==> src/rtl/uart_mctl_pkg.sv <==
package uart_mctl_pkg;

  typedef struct packed {
    logic presc_div4;
    logic irda_en;
    logic xon_any;
    logic loop_en;
    logic op2;
    logic op1;
    logic rts;
    logic dtr;
  } mctl_reg_t;

  typedef struct packed {
    logic cts;
    logic dsr;
    logic ri;
    logic dcd;
  } mstat_t;

  // Idle level of the serial output for a chosen path.
  function automatic logic tx_idle_level(input logic irda);
    return irda ? 1'b0 : 1'b1;
  endfunction

  // Active-low pin drive from a control bit, with a forced-off override.
  function automatic logic pin_drive_n(input logic bit_val, input logic force_off);
    return force_off ? 1'b1 : ~bit_val;
  endfunction

  // Next value of a wrapping phase counter.
  function automatic int unsigned phase_next(input int unsigned cur, input int unsigned ratio);
    return (cur + 1 >= ratio) ? 0 : cur + 1;
  endfunction

endpackage

==> src/rtl/uart_mctl_reg.sv <==
module uart_mctl_reg
  import uart_mctl_pkg::*;
#(
  parameter int unsigned REG_W = 8
) (
  input  logic             clk,
  input  logic             rst_n,
  input  logic             wr_en,
  input  logic [REG_W-1:0] wr_data,
  output mctl_reg_t        mctl_q
);
  logic [REG_W-1:0] store_q;

  always_ff @(posedge clk or negedge rst_n) begin
    if (!rst_n)     store_q <= '0;
    else if (wr_en) store_q <= wr_data;
  end

  assign mctl_q = mctl_reg_t'(store_q);
endmodule

==> src/rtl/uart_mctl_route.sv <==
module uart_mctl_route
  import uart_mctl_pkg::*;
#(
  parameter int unsigned FN_W      = 2,
  parameter int unsigned N_STATUS  = 4
) (
  input  logic                loop_en,
  input  logic                irda_en,
  input  logic                dtr_bit,
  input  logic                rts_bit,
  input  logic                op1_bit,
  input  logic                op2_bit,
  input  logic [FN_W-1:0]     op2_pin_fn,
  input  logic                tx_shift,
  input  logic                irda_tx_enc,
  input  logic                rx_pin,
  input  logic                irda_rx_dec,
  input  logic [N_STATUS-1:0] stat_n_pins,
  output logic                tx_pin,
  output logic                rx_to_shift,
  output logic                dtr_n_pin,
  output logic                rts_n_pin,
  output logic                op2_n_pin,
  output logic [N_STATUS-1:0] stat_active
);
  localparam logic [FN_W-1:0] FN_OP2 = '0;

  logic                op2_owned;
  logic                path_tx;
  logic                path_rx;
  logic [N_STATUS-1:0] loop_src;

  assign op2_owned = (op2_pin_fn == FN_OP2);

  // Control pins: forced inactive during loopback.
  assign dtr_n_pin = pin_drive_n(dtr_bit, loop_en);
  assign rts_n_pin = pin_drive_n(rts_bit, loop_en);
  assign op2_n_pin = pin_drive_n(op2_bit, loop_en | ~op2_owned);

  // Serial path selection.
  assign path_tx     = irda_en ? irda_tx_enc : tx_shift;
  assign path_rx     = irda_en ? irda_rx_dec : rx_pin;
  assign tx_pin      = loop_en ? tx_idle_level(irda_en) : path_tx;
  assign rx_to_shift = loop_en ? tx_shift : path_rx;

  // Loopback sources in mstat_t order: cts, dsr, ri, dcd.
  assign loop_src = {rts_bit, dtr_bit, op1_bit, op2_bit};

  for (genvar g = 0; g < N_STATUS; g++) begin : g_stat
    assign stat_active[g] = loop_en ? loop_src[g] : ~stat_n_pins[g];
  end
endmodule

==> src/rtl/uart_mctl_presc.sv <==
module uart_mctl_presc
  import uart_mctl_pkg::*;
#(
  parameter int unsigned RATIO = 4
) (
  input  logic clk,
  input  logic rst_n,
  input  logic div_en,
  output logic tick_en
);
  localparam int unsigned CNT_W = (RATIO > 1) ? $clog2(RATIO) : 1;
  localparam logic [CNT_W-1:0] LAST = CNT_W'(RATIO - 1);

  logic [CNT_W-1:0] phase_q;
  logic             at_last;

  assign at_last = (phase_q == LAST);

  always_ff @(posedge clk or negedge rst_n) begin
    if (!rst_n)       phase_q <= '0;
    else if (!div_en) phase_q <= '0;
    else              phase_q <= CNT_W'(phase_next(int'(phase_q), RATIO));
  end

  assign tick_en = div_en ? at_last : 1'b1;
endmodule

==> src/rtl/uart_mctl.sv <==
module uart_mctl
  import uart_mctl_pkg::*;
#(
  parameter int unsigned REG_W       = 8,
  parameter int unsigned FN_W        = 2,
  parameter int unsigned PRESC_RATIO = 4
) (
  input  logic             clk,
  input  logic             rst_n,
  input  logic             wr_en,
  input  logic [REG_W-1:0] wr_data,
  output logic [REG_W-1:0] rd_data,
  input  logic [FN_W-1:0]  op2_pin_fn,
  input  logic             tx_shift,
  input  logic             irda_tx_enc,
  input  logic             rx_pin,
  input  logic             irda_rx_dec,
  input  logic             cts_n_pin,
  input  logic             dsr_n_pin,
  input  logic             ri_n_pin,
  input  logic             dcd_n_pin,
  output logic             tx_pin,
  output logic             rx_to_shift,
  output logic             irda_sel,
  output logic             dtr_n_pin,
  output logic             rts_n_pin,
  output logic             op2_n_pin,
  output logic             cts_st,
  output logic             dsr_st,
  output logic             ri_st,
  output logic             dcd_st,
  output logic             baud_tick_en
);
  localparam int unsigned N_STATUS = $bits(mstat_t);

  mctl_reg_t mctl_q;
  mstat_t    stat_n_in;
  mstat_t    stat_out;

  uart_mctl_reg #(.REG_W(REG_W)) u_reg (
    .clk     (clk),
    .rst_n   (rst_n),
    .wr_en   (wr_en),
    .wr_data (wr_data),
    .mctl_q  (mctl_q)
  );

  assign stat_n_in = '{cts: cts_n_pin, dsr: dsr_n_pin, ri: ri_n_pin, dcd: dcd_n_pin};

  uart_mctl_route #(.FN_W(FN_W), .N_STATUS(N_STATUS)) u_route (
    .loop_en     (mctl_q.loop_en),
    .irda_en     (mctl_q.irda_en),
    .dtr_bit     (mctl_q.dtr),
    .rts_bit     (mctl_q.rts),
    .op1_bit     (mctl_q.op1),
    .op2_bit     (mctl_q.op2),
    .op2_pin_fn  (op2_pin_fn),
    .tx_shift    (tx_shift),
    .irda_tx_enc (irda_tx_enc),
    .rx_pin      (rx_pin),
    .irda_rx_dec (irda_rx_dec),
    .stat_n_pins (stat_n_in),
    .tx_pin      (tx_pin),
    .rx_to_shift (rx_to_shift),
    .dtr_n_pin   (dtr_n_pin),
    .rts_n_pin   (rts_n_pin),
    .op2_n_pin   (op2_n_pin),
    .stat_active (stat_out)
  );

  uart_mctl_presc #(.RATIO(PRESC_RATIO)) u_presc (
    .clk     (clk),
    .rst_n   (rst_n),
    .div_en  (mctl_q.presc_div4),
    .tick_en (baud_tick_en)
  );

  assign rd_data  = REG_W'(mctl_q);
  assign irda_sel = mctl_q.irda_en;
  assign cts_st   = stat_out.cts;
  assign dsr_st   = stat_out.dsr;
  assign ri_st    = stat_out.ri;
  assign dcd_st   = stat_out.dcd;
endmodule

==> config.mk <==
export PLATFORM = sky130hd
export DESIGN_NAME = uart_mctl
export DESIGN_NICKNAME = d
export VERILOG_FILES = /design/src/rtl/uart_mctl_pkg.sv /design/src/rtl/uart_mctl_reg.sv /design/src/rtl/uart_mctl_route.sv /design/src/rtl/uart_mctl_presc.sv /design/src/rtl/uart_mctl.sv
export SDC_FILE = /design/constraint.sdc
export NUM_CORES = 1
export LEC_CHECK = 0
export BUFFER_PORTS_ARGS = -buffer_cell sky130_fd_sc_hd__buf_2
export CAP_MARGIN = 20
export CORE_AREA = 2 2 45 47
export CTS_CLUSTER_DIAMETER = 100
export DETAILED_ROUTE_END_ITERATION = 8
export DIE_AREA = 0 0 47 49
export PLACE_DENSITY = 0.62
export SLEW_MARGIN = 40
export SYNTH_ARGS = -nofsm -noshare
export SYNTH_HDL_FRONTEND = slang
export SYNTH_HIERARCHICAL = 1
export SYNTH_SLANG_ARGS = --single-unit
==> constraint.sdc <==
create_clock -name clk -period 1.41 [get_ports clk]
set_clock_uncertainty 0.15 [all_clocks]
set_input_delay 0 -clock clk [delete_from_list [all_inputs] [get_ports clk]]
set_output_delay 0 -clock clk [all_outputs]
set_load 0.01 [all_outputs]
======== Word-level counts from Yosys, hierarchy flattened ========
Cells that the tools add are included.
storage, ports and cells
  register bits ........................... 10
  input port bits ......................... 21
  output and inout port bits .............. 19
  logic and storage cells ................. 30
cells by class
  add/sub/neg operators ................... 1
  magnitude comparators ................... 1
  equality and inequality tests ........... 1
  mux-type cells .......................... 15
  bitwise gates (word level) .............. 9
  reduce and logical (&&, ||, !) cells .... 1
operators by type and width
  cell                   number
  $mux W1                13
  $not A1 Y1             8
  $mux W2                2
  $add A2 B1 Y3 const B  1
  $ge A3 B3 Y1 const B   1
  $eq A2 B2 Y1 const B   1
  $logic_not A2 Y1       1
  $or A1 B1 Y1           1

======== Longest topological paths before layout ========
Gate-level depths: netlist (run 1).
  depth after elaboration ................. 4
  mapped depth ............................ 3
  mapped depth without buffers ............ 2

======== Modules after synthesis ========
The synthesis (run 1) kept the hierarchy.
modules (own cells, without submodules)
  module           times used  cells an instance  area an instance (um2)  sequential area each (um2)
  uart_mctl_reg    1           17                 331.6                   200.2
  uart_mctl_route  1           18                 105.1                   0.0
  uart_mctl_presc  1           7                  101.3                   50.0
  uart_mctl        1           1                  7.5                     0.0

======== Worst setup path after synthesis (run 1) ========
OpenSTA, ideal clock, no wires.
  kind .................................... flip-flop to output port
  start point ............................. reg u_reg.store_q[4] (netlist: u_reg/mctl_q[4])
  end point ............................... out op2_n_pin
  data arrival time ....................... 1.008 ns
  required time ........................... 1.260 ns
  path slack .............................. 0.252 ns
  cell stages (with the launch flop) ...... 2
  path buffers ............................ 0
  cells stage by stage .................... dfrtp_1 or4_1
between the ends
  longest elaborated chain between the ends .. 2
RTL lines
  element                 line                   source
  start, declared         uart_mctl_reg.sv:12    logic [REG_W-1:0] store_q;
  start signal, assigned  uart_mctl_reg.sv:16    else if (wr_en) store_q <= wr_data;
  $or A1 B1 Y1            uart_mctl_route.sv:38  assign op2_n_pin = pin_drive_n(op2_bit, loop_en | ~op2_owned);
  $mux W1                 uart_mctl_pkg.sv:28    return force_off ? 1'b1 : ~bit_val;
  end, declared           uart_mctl.sv:27        output logic op2_n_pin,
No other way between the ends.

======== Final worst setup path (run 1) ========
  start point ............................. reg u_reg.store_q[3] (netlist: u_reg/mctl_q[3])
  end point ............................... out op2_n_pin
between the ends
  longest elaborated chain between the ends .. 2
RTL lines
  element     line
  $not A1 Y1  uart_mctl_pkg.sv:28
  $mux W1     uart_mctl_pkg.sv:28
No other way between the ends.

==> flow_summary.yaml, run 1 <==
yosys:
  synth_most_common_cell: "dfrtp_1"
  synth.yosys.seq_area_share_pct: 45.9
  synth_cell_type_count: 16
  synth-seq-cells: 10
  synth_ff_type: "dfrtp_1"
  syn-num-nets: 66
  synth_cells: 43
  synth_area_leaders: "dfrtp_1 46%, mux2_4 22%, mux2i_1 5.5%, ha_1 4.6%, nand2b_1 4.6%"
  syn_area_um2: 546
  synth_area_leader_cell: "dfrtp_1"
  netlist.area_leader.share_pct: 45.9
  yosys_warnings: 6
  async_flop_share_pct: 100
  syn_avg_cell_area_um2: 12.7
  synth_edf_count: 0
  ys_top_cells_by_count: "10 x dfrtp_1, 8 x mux2_4, 4 x nand2b_1"
run_status:
  violations: "negative setup slack"
  outcome: "complete, but fails checks"
finish:
  stdcell_area_um2: 991
  drive_gt1_share_pct: 67.0
  finish.utilization_pct: 53.8
  fin_cells: 127
  insertedDiodeCount: 0
  area_growth_pct: 81.7
  fin_nets: 124
grt:
  grt-ovfl-total: 0
  grt_first_pass_wirelength_um: 2170
  antenna_found_initial: 0
  gr-usage-all-layers_pct: 13.4
  first_global_vias: 524
  grt_max_degree: 15
sta:
  finalSetupViolations: 1
  fin_ws_ns: -0.0503
  slew_headroom_pct: 67.9
  hold_viol: 0
  min_period_over_period_pct: 104
  finalCriticalPeriod_ns: 1.46
  rsz0062_at_grt: "true"
  holdWs_ns: 0.0242
  worstMarginPinSlew_ns: 0.479
  setup_tns_ns: -0.0503
  maxSlewViolCount: 0
  maxClockFrequency_mhz: 685
worst_setup_path:
  r2r_cells: 3
  worstPathArrival_ns: 1.31
  worstPathMaxFanout: 2
  reg2reg_slack_ns: 0.17
  setup.worst_path.end_class: "output pin"
  crit_required_ns: 1.26
  r2r_end: "u_reg/mctl_q[4]"
  startpoint_type: "flip-flop"
  reg2reg_from: "u_reg/mctl_q[4]"
  criticalPathCategory: "reg -> out"
cts:
  ctsHtreeMaxLevel: 1
  max-clock-path-buffers: 2
  tritoncts: "built"
  cts.sinks: 10
  cts_root_buf: "clkbuf_4"
  numCtsBuffers: 3
  clk_pin_slew_ns: 0.08
  insertion_delay_ns: 0.27
drt:
  dr.pass1.iters: 4
  antenna_left: 0
  drc: 0
  wirelength_um: 1670
  num_vias: 557
  wire_per_inst_um: 13.1
  via_per_inst: 4.39
  drt_iter0_drc: 3
floorplanning:
  rows: 16
  core_area_um2: 1840
  start_util_pct: 29.6
  dieWidth_um: 47
  die_area_um2: 2300
  io_pins: 40
  die_h_um: 49
place:
  portBuffers: 39
  gp_congestion: 0.603
  dp_hpwl_um: 922
  pre_cts_ws_ns: 0.234
  post_dp_cell_area_um2: 758
  dp.cells: 107
power_and_ir_drop:
  ir_worst_vdd_mv: 0.711
  p_per_area_nw_per_um2: 945
  power_mw: 0.937
  p_leak_nw: 0.533
hold_path:
  hold_class: "in -> reg"
  min_from: "wr_en"
  min_to: "u_reg/mctl_q[7]"
  worstHoldPathCells: 2
flow_run:
  cap_violations: 0
critical path, cell delays in order (launching register included):
cell and delay [ns]:
dfrtp_1 0.38, inv_2 0.05, or4_4 0.48, buf_6 0.14
flip-flops by register name, indices dropped and copies added (netlist names):
signal,flops
u_presc/phase_q,2
u_reg/mctl_q,8
area by class of cell:
cell class | count | area [um2]
Sequential cell | 10 | 251
Inverter | 2 | 7.51
Multi-Input combinational cell | 28 | 298
Fill cell | 175 | 851
Tap cell | 27 | 33.8
Timing Repair Buffer | 56 | 364
Clock buffer | 4 | 36.3
cells in the final DEF, fill, tap and decap left out, types with 2 or more instances in the layout:
cell / count
buf_4: 6
nand2b_1: 2
nand2_1: 3
mux2_4: 8
buf_2: 37
dfrtp_1: 9
dlygate4sd3_1: 10
mux2i_1: 3
nand2b_4: 2
o21ai_0: 3
clkbuf_4: 3
buf_6: 3
ha_1: 2
layer usage:
| layer | routed length, um | GRT usage [%] |
|---|---|---|
| met2 | 917 | 25.3 |
| met3 | 98 | 3.33 |
| met1 | 653 | 12.6 |
| met5 | 0 | 0 |
| met4 | 0 | 5.56 |
where the power goes:
group / total [mW] / switching (mW) / internal (mW)
Clock: 0.265 / 0.108 / 0.157
Sequential: 0.360 / 0.0372 / 0.323
Combinational: 0.311 / 0.128 / 0.183
Total: 0.937 / 0.274 / 0.663
timing repair:
action                     CTS  global route
pin swaps                    1             2
buffers inserted             2             3
cloned                       0             1
hold endpoints to repair    18             0
hold buffers                10             0
gates resized for setup      1            12
setup endpoints to repair    2             2
cell families after synthesis:
logic type / Yosys count / share of synthesized area [%]
simple gates: 11 / 12.6
buf+inv: 5 / 5.73
flops: 10 / 45.9
compound gates: 4 / 3.67
fa+ha+maj: 2 / 4.59
mux: 11 / 27.5
how the worst max path moves through the flow:
stage / endpoint / startpoint / depth (start not counted)
after floorplan: op2_n_pin / u_reg/mctl_q[4] / 1
after global placement: op2_n_pin / u_reg/mctl_q[3] / 3
after detailed placement: op2_n_pin / u_reg/mctl_q[3] / 3
after CTS: op2_n_pin / u_reg/mctl_q[3] / 3
after global routing: op2_n_pin / u_reg/mctl_q[3] / 3
final: op2_n_pin / u_reg/mctl_q[3] / 3
Note: power is estimated with default switching activity, not from simulation.
==> run 2, diff against run 1 <==
==> constraint.sdc (replaced) <==
create_clock -name clk -period 1.7 [get_ports clk]
set_clock_uncertainty 0.15 [all_clocks]
set_input_delay 0 -clock clk [delete_from_list [all_inputs] [get_ports clk]]
set_output_delay 0 -clock clk [all_outputs]
set_load 0.01 [all_outputs]
==> flow_summary.yaml, run 2 (synthesis gave the netlist of run 1 again) <==
floorplanning:
  io_pins: 40
  rows: 16
  core_area_um2: 1840
  die_h_um: 49
  start_util_pct: 29.6
  die_area_um2: 2300
  dieWidth_um: 47
cts:
  max-clock-path-buffers: 2
  numCtsBuffers: 3
  cts_root_buf: "clkbuf_4"
  hold_buffers: 10
  post-cts-setup-buffer-count: 0
  cts.sinks: 10
  cts_resized: 0
  tritoncts: "built"
  ctsHtreeMaxLevel: 1
  insertion_delay_ns: 0.27
  clk_pin_slew_ns: 0.07
worst_setup_path:
  path_buf_inv: 2
  startpoint_type: "flip-flop"
  setup.worst_path.end_class: "output pin"
  r2r_cells: 2
  critPathTopFamily: "simple AND/OR/NAND/NOR gates"
  reg2reg_from: "u_presc/phase_q[0]"
  worstPathArrival_ns: 1.32
  criticalPathCategory: "reg -> out"
  crit_path_max_incr_delay_ns: 0.49
  crit_chain: "inv_1 > or4_1 > buf_2"
  r2r_end: "u_presc/phase_q[1]"
  cp_slowest_cell: "or4_1"
  reg2reg_slack_ns: 0.57
  crit_required_ns: 1.55
  worstPathMaxFanout: 3
run_status:
  outcome: "finished, final reports clean"
hold_path:
  worstHoldPathCells: 2
  min_from: "wr_en"
  hold_class: "in -> reg"
  min_to: "u_reg/mctl_q[7]"
finish:
  area_growth_pct: 64.0
  mostFrequentLayoutCells: "39 x buf_2, 10 x dlygate4sd3_1, 10 x dfrtp_1"
  fin_cells: 121
  largest_reg_flops: 8
  drive_gt1_share_pct: 57.4
  layout_commonest_cell: "buf_2"
  fin_nets: 118
  insertedDiodeCount: 0
sta:
  finalSetupViolations: 0
  setup_tns_ns: 0
  min_period_over_period_pct: 86.4
  hold_viol: 0
  slew_headroom_pct: 69.4
  maxClockFrequency_mhz: 681
  worstMarginPinSlew_ns: 0.457
  maxSlewViolCount: 0
  rsz0062_at_grt: "false"
  finalCriticalPeriod_ns: 1.47
drt:
  drc: 0
  via_per_inst: 4.16
  dr.pass1.iters: 3
  drt_iter0_drc: 4
  wirelength_um: 1300
  wire_per_inst_um: 10.8
  num_vias: 503
  antenna_left: 0
grt:
  grt-ovfl-total: 0
  grt_max_degree: 15
  first_global_vias: 498
  antenna_found_initial: 0
  gr-usage-all-layers_pct: 12.0
  grt_first_pass_wirelength_um: 1970
flow_run:
  cap_violations: 0
place:
  dp_hpwl_um: 922
  dp.cells: 107
  portBuffers: 39
  gp_congestion: 0.603
power_and_ir_drop:
  ir_worst_vdd_mv: 0.451
  p_leak_nw: 0.482
  p_per_area_nw_per_um2: 810
run 2: area by class of cell:
class,instances,area (um2)
tap,27,33.8
fill,180,947
sequential,10,250
multi-input combinational,28,264
clock buffer,4,36.3
timing repair buffer,50,303
inverter,2,7.51
run 2: metal layers:
| metal | routed length [um] | vias to the layer above | part of all wire (%) | track usage (%) |
|---|---|---|---|---|
| li1 | - | 246 | - | - |
| met1 | 557 | 231 | 43 | 11.7 |
| met5 | 0 | - | 0 | 0 |
| met4 | 0 | 0 | 0 | 6.94 |
| met3 | 87 | 0 | 6.7 | 2.22 |
| met2 | 659 | 26 | 51 | 21.9 |
run 2: report_power, final:
part           total [mW]  switching [mW]  internal (mW)
clock network       0.218          0.0884          0.130
registers           0.293          0.0258          0.268
logic               0.213          0.0910          0.121
total               0.724           0.205          0.519
run 2: worst max path at each step:
| stage | start | endpoint | slack (ns) | cells past startpoint |
|---|---|---|---|---|
| final | u_reg/mctl_q[3] | op2_n_pin | 0.23 | 3 |
| after floorplan | u_reg/mctl_q[4] | op2_n_pin | 0.54 | 1 |
| after global placement | u_reg/mctl_q[3] | op2_n_pin | 0.54 | 3 |
| after detailed placement | u_reg/mctl_q[3] | op2_n_pin | 0.52 | 3 |
| after global routing | u_reg/mctl_q[3] | op2_n_pin | 0.17 | 3 |
| after CTS | u_reg/mctl_q[3] | op2_n_pin | 0.23 | 3 |
run 2: per-stage QoR:
stage               hold WS, ns  worst slack (ns)  utilization (%)  area [um2]  total power [mW]
floorplan                -0.446             0.542                -         546             0.410
global placement         -0.276             0.535             41.2         758             0.490
detailed placement       -0.272             0.524             41.2         758             0.495
CTS                      0.0168             0.226             48.6         895             0.731
global route             0.0180             0.168             48.6         895             0.765
finish                   0.0243             0.231             48.6         895             0.724
==> run 3, diff against run 2 <==
--- a/config.mk
+++ b/config.mk
@@ -11,6 +11,7 @@
 export CTS_CLUSTER_DIAMETER = 100
 export DETAILED_ROUTE_END_ITERATION = 8
 export DIE_AREA = 0 0 47 49
+export GPL_TIMING_DRIVEN = 0
 export PLACE_DENSITY = 0.62
 export SLEW_MARGIN = 40
 export SYNTH_ARGS = -nofsm -noshare
==> flow_summary.yaml, run 3 (synthesis gave the netlist of run 1 again) <==
run_status:
  outcome: "finished, final reports clean"
flow_run:
  cap_violations: 0
worst_setup_path:
  reg2reg_slack_ns: 0.17
  worstPathArrival_ns: 1.52
  worstPathMaxFanout: 6
  setup.worst_path.end_class: "flip-flop"
  reg2reg_from: "u_reg/mctl_q[6]"
  critPathLaunch: "u_reg/mctl_q[6]"
  startpoint_type: "flip-flop"
  crit_required_ns: 1.68
  criticalPathCategory: "reg -> reg"
finish:
  area_growth_pct: 78.2
  stdcell_area_um2: 972
  drive_gt1_share_pct: 52.9
  fin_nets: 127
  finish.utilization_pct: 52.8
  mostFrequentLayoutCells: "39 x buf_2, 18 x dlygate4sd3_1, 10 x dfrtp_1"
  layout_commonest_cell: "buf_2"
  largest_reg_flops: 8
  insertedDiodeCount: 0
  fin_cells: 129
sta:
  finalCriticalPeriod_ns: 1.53
  hold_viol: 0
  fin_ws_ns: 0.166
  maxSlewViolCount: 0
  maxClockFrequency_mhz: 652
  holdWs_ns: 0.112
  slew_headroom_pct: 69.6
  finalSetupViolations: 0
  worstMarginPinSlew_ns: 0.454
  rsz0062_at_grt: "false"
  setup_tns_ns: 0
  min_period_over_period_pct: 90.2
floorplanning:
  start_util_pct: 29.6
  die_h_um: 49
  dieWidth_um: 47
  die_area_um2: 2300
  io_pins: 40
  rows: 16
  core_area_um2: 1840
cts:
  max-clock-path-buffers: 2
  cts.sinks: 10
  clk_pin_slew_ns: 0.06
  numCtsBuffers: 3
  post-cts-setup-buffer-count: 0
  insertion_delay_ns: 0.25
  ctsHtreeMaxLevel: 1
  cts_root_buf: "clkbuf_4"
  tritoncts: "built"
place:
  pre_cts_ws_ns: 0.468
  dp.cells: 108
  post_dp_cell_area_um2: 769
  gp_congestion: 0.603
  portBuffers: 38
  dp_hpwl_um: 882
hold_path:
  hold_class: "in -> out"
  min_from: "dsr_n_pin"
power_and_ir_drop:
  p_per_area_nw_per_um2: 705
  p_leak_nw: 0.515
  ir_worst_vdd_mv: 0.443
  power_mw: 0.686
drt:
  dr.pass1.iters: 3
  drc: 0
  via_per_inst: 4.16
  antenna_left: 0
  num_vias: 536
  wirelength_um: 1250
  wire_per_inst_um: 9.66
  drt_iter0_drc: 2
grt:
  grt-ovfl-total: 0
  antenna_found_initial: 0
  first_global_vias: 506
  gr-usage-all-layers_pct: 11.3
  grt_first_pass_wirelength_um: 1970
  grt_max_degree: 11
run 3: area by class of cell:
class | count | area (um2)
Buffer | 3 | 23.8
Clock buffer | 3 | 22.5
Fill cell | 178 | 870
Inverter | 2 | 7.51
Multi-Input combinational cell | 28 | 264
Sequential cell | 10 | 250
Tap cell | 27 | 33.8
Timing Repair Buffer | 56 | 370
run 3: timing repair:
action | 4_1_cts | 5_1_grt
resized for setup | 0 | 0
hold buffers | 18 | 0
endpoints found under the hold margin | 18 | 0
run 3: final timing paths:
check                                endpoint  cells after the start
max                           u_reg/mctl_q[6]                      2
min                                    dsr_st                      3
max reg2reg                   u_reg/mctl_q[6]                      2
min reg2reg                u_presc/phase_q[0]                      1
max in group asynchronous     u_reg/mctl_q[6]                      3
min in group asynchronous  u_presc/phase_q[1]                      3
run 3: critical path, cell delays in order, from the launching register on:
cell and delay, ns:
dfrtp_1 0.44, mux2_4 0.28, dlygate4sd3_1 0.55
run 3: metal layers:
layer  global-route usage [%]  share of wire, %
met1                     13.5                42
met2                     20.3                51
met3                     1.48               7.4
met4                     2.78                 0
met5                        0                 0
run 3: report_power, final:
part	total [mW]	leakage [nW]	switching (mW)	internal [mW]
logic	0.239	0.382	0.0911	0.148
clock network	0.151	0.0138	0.0696	0.0812
registers	0.296	0.119	0.0281	0.268
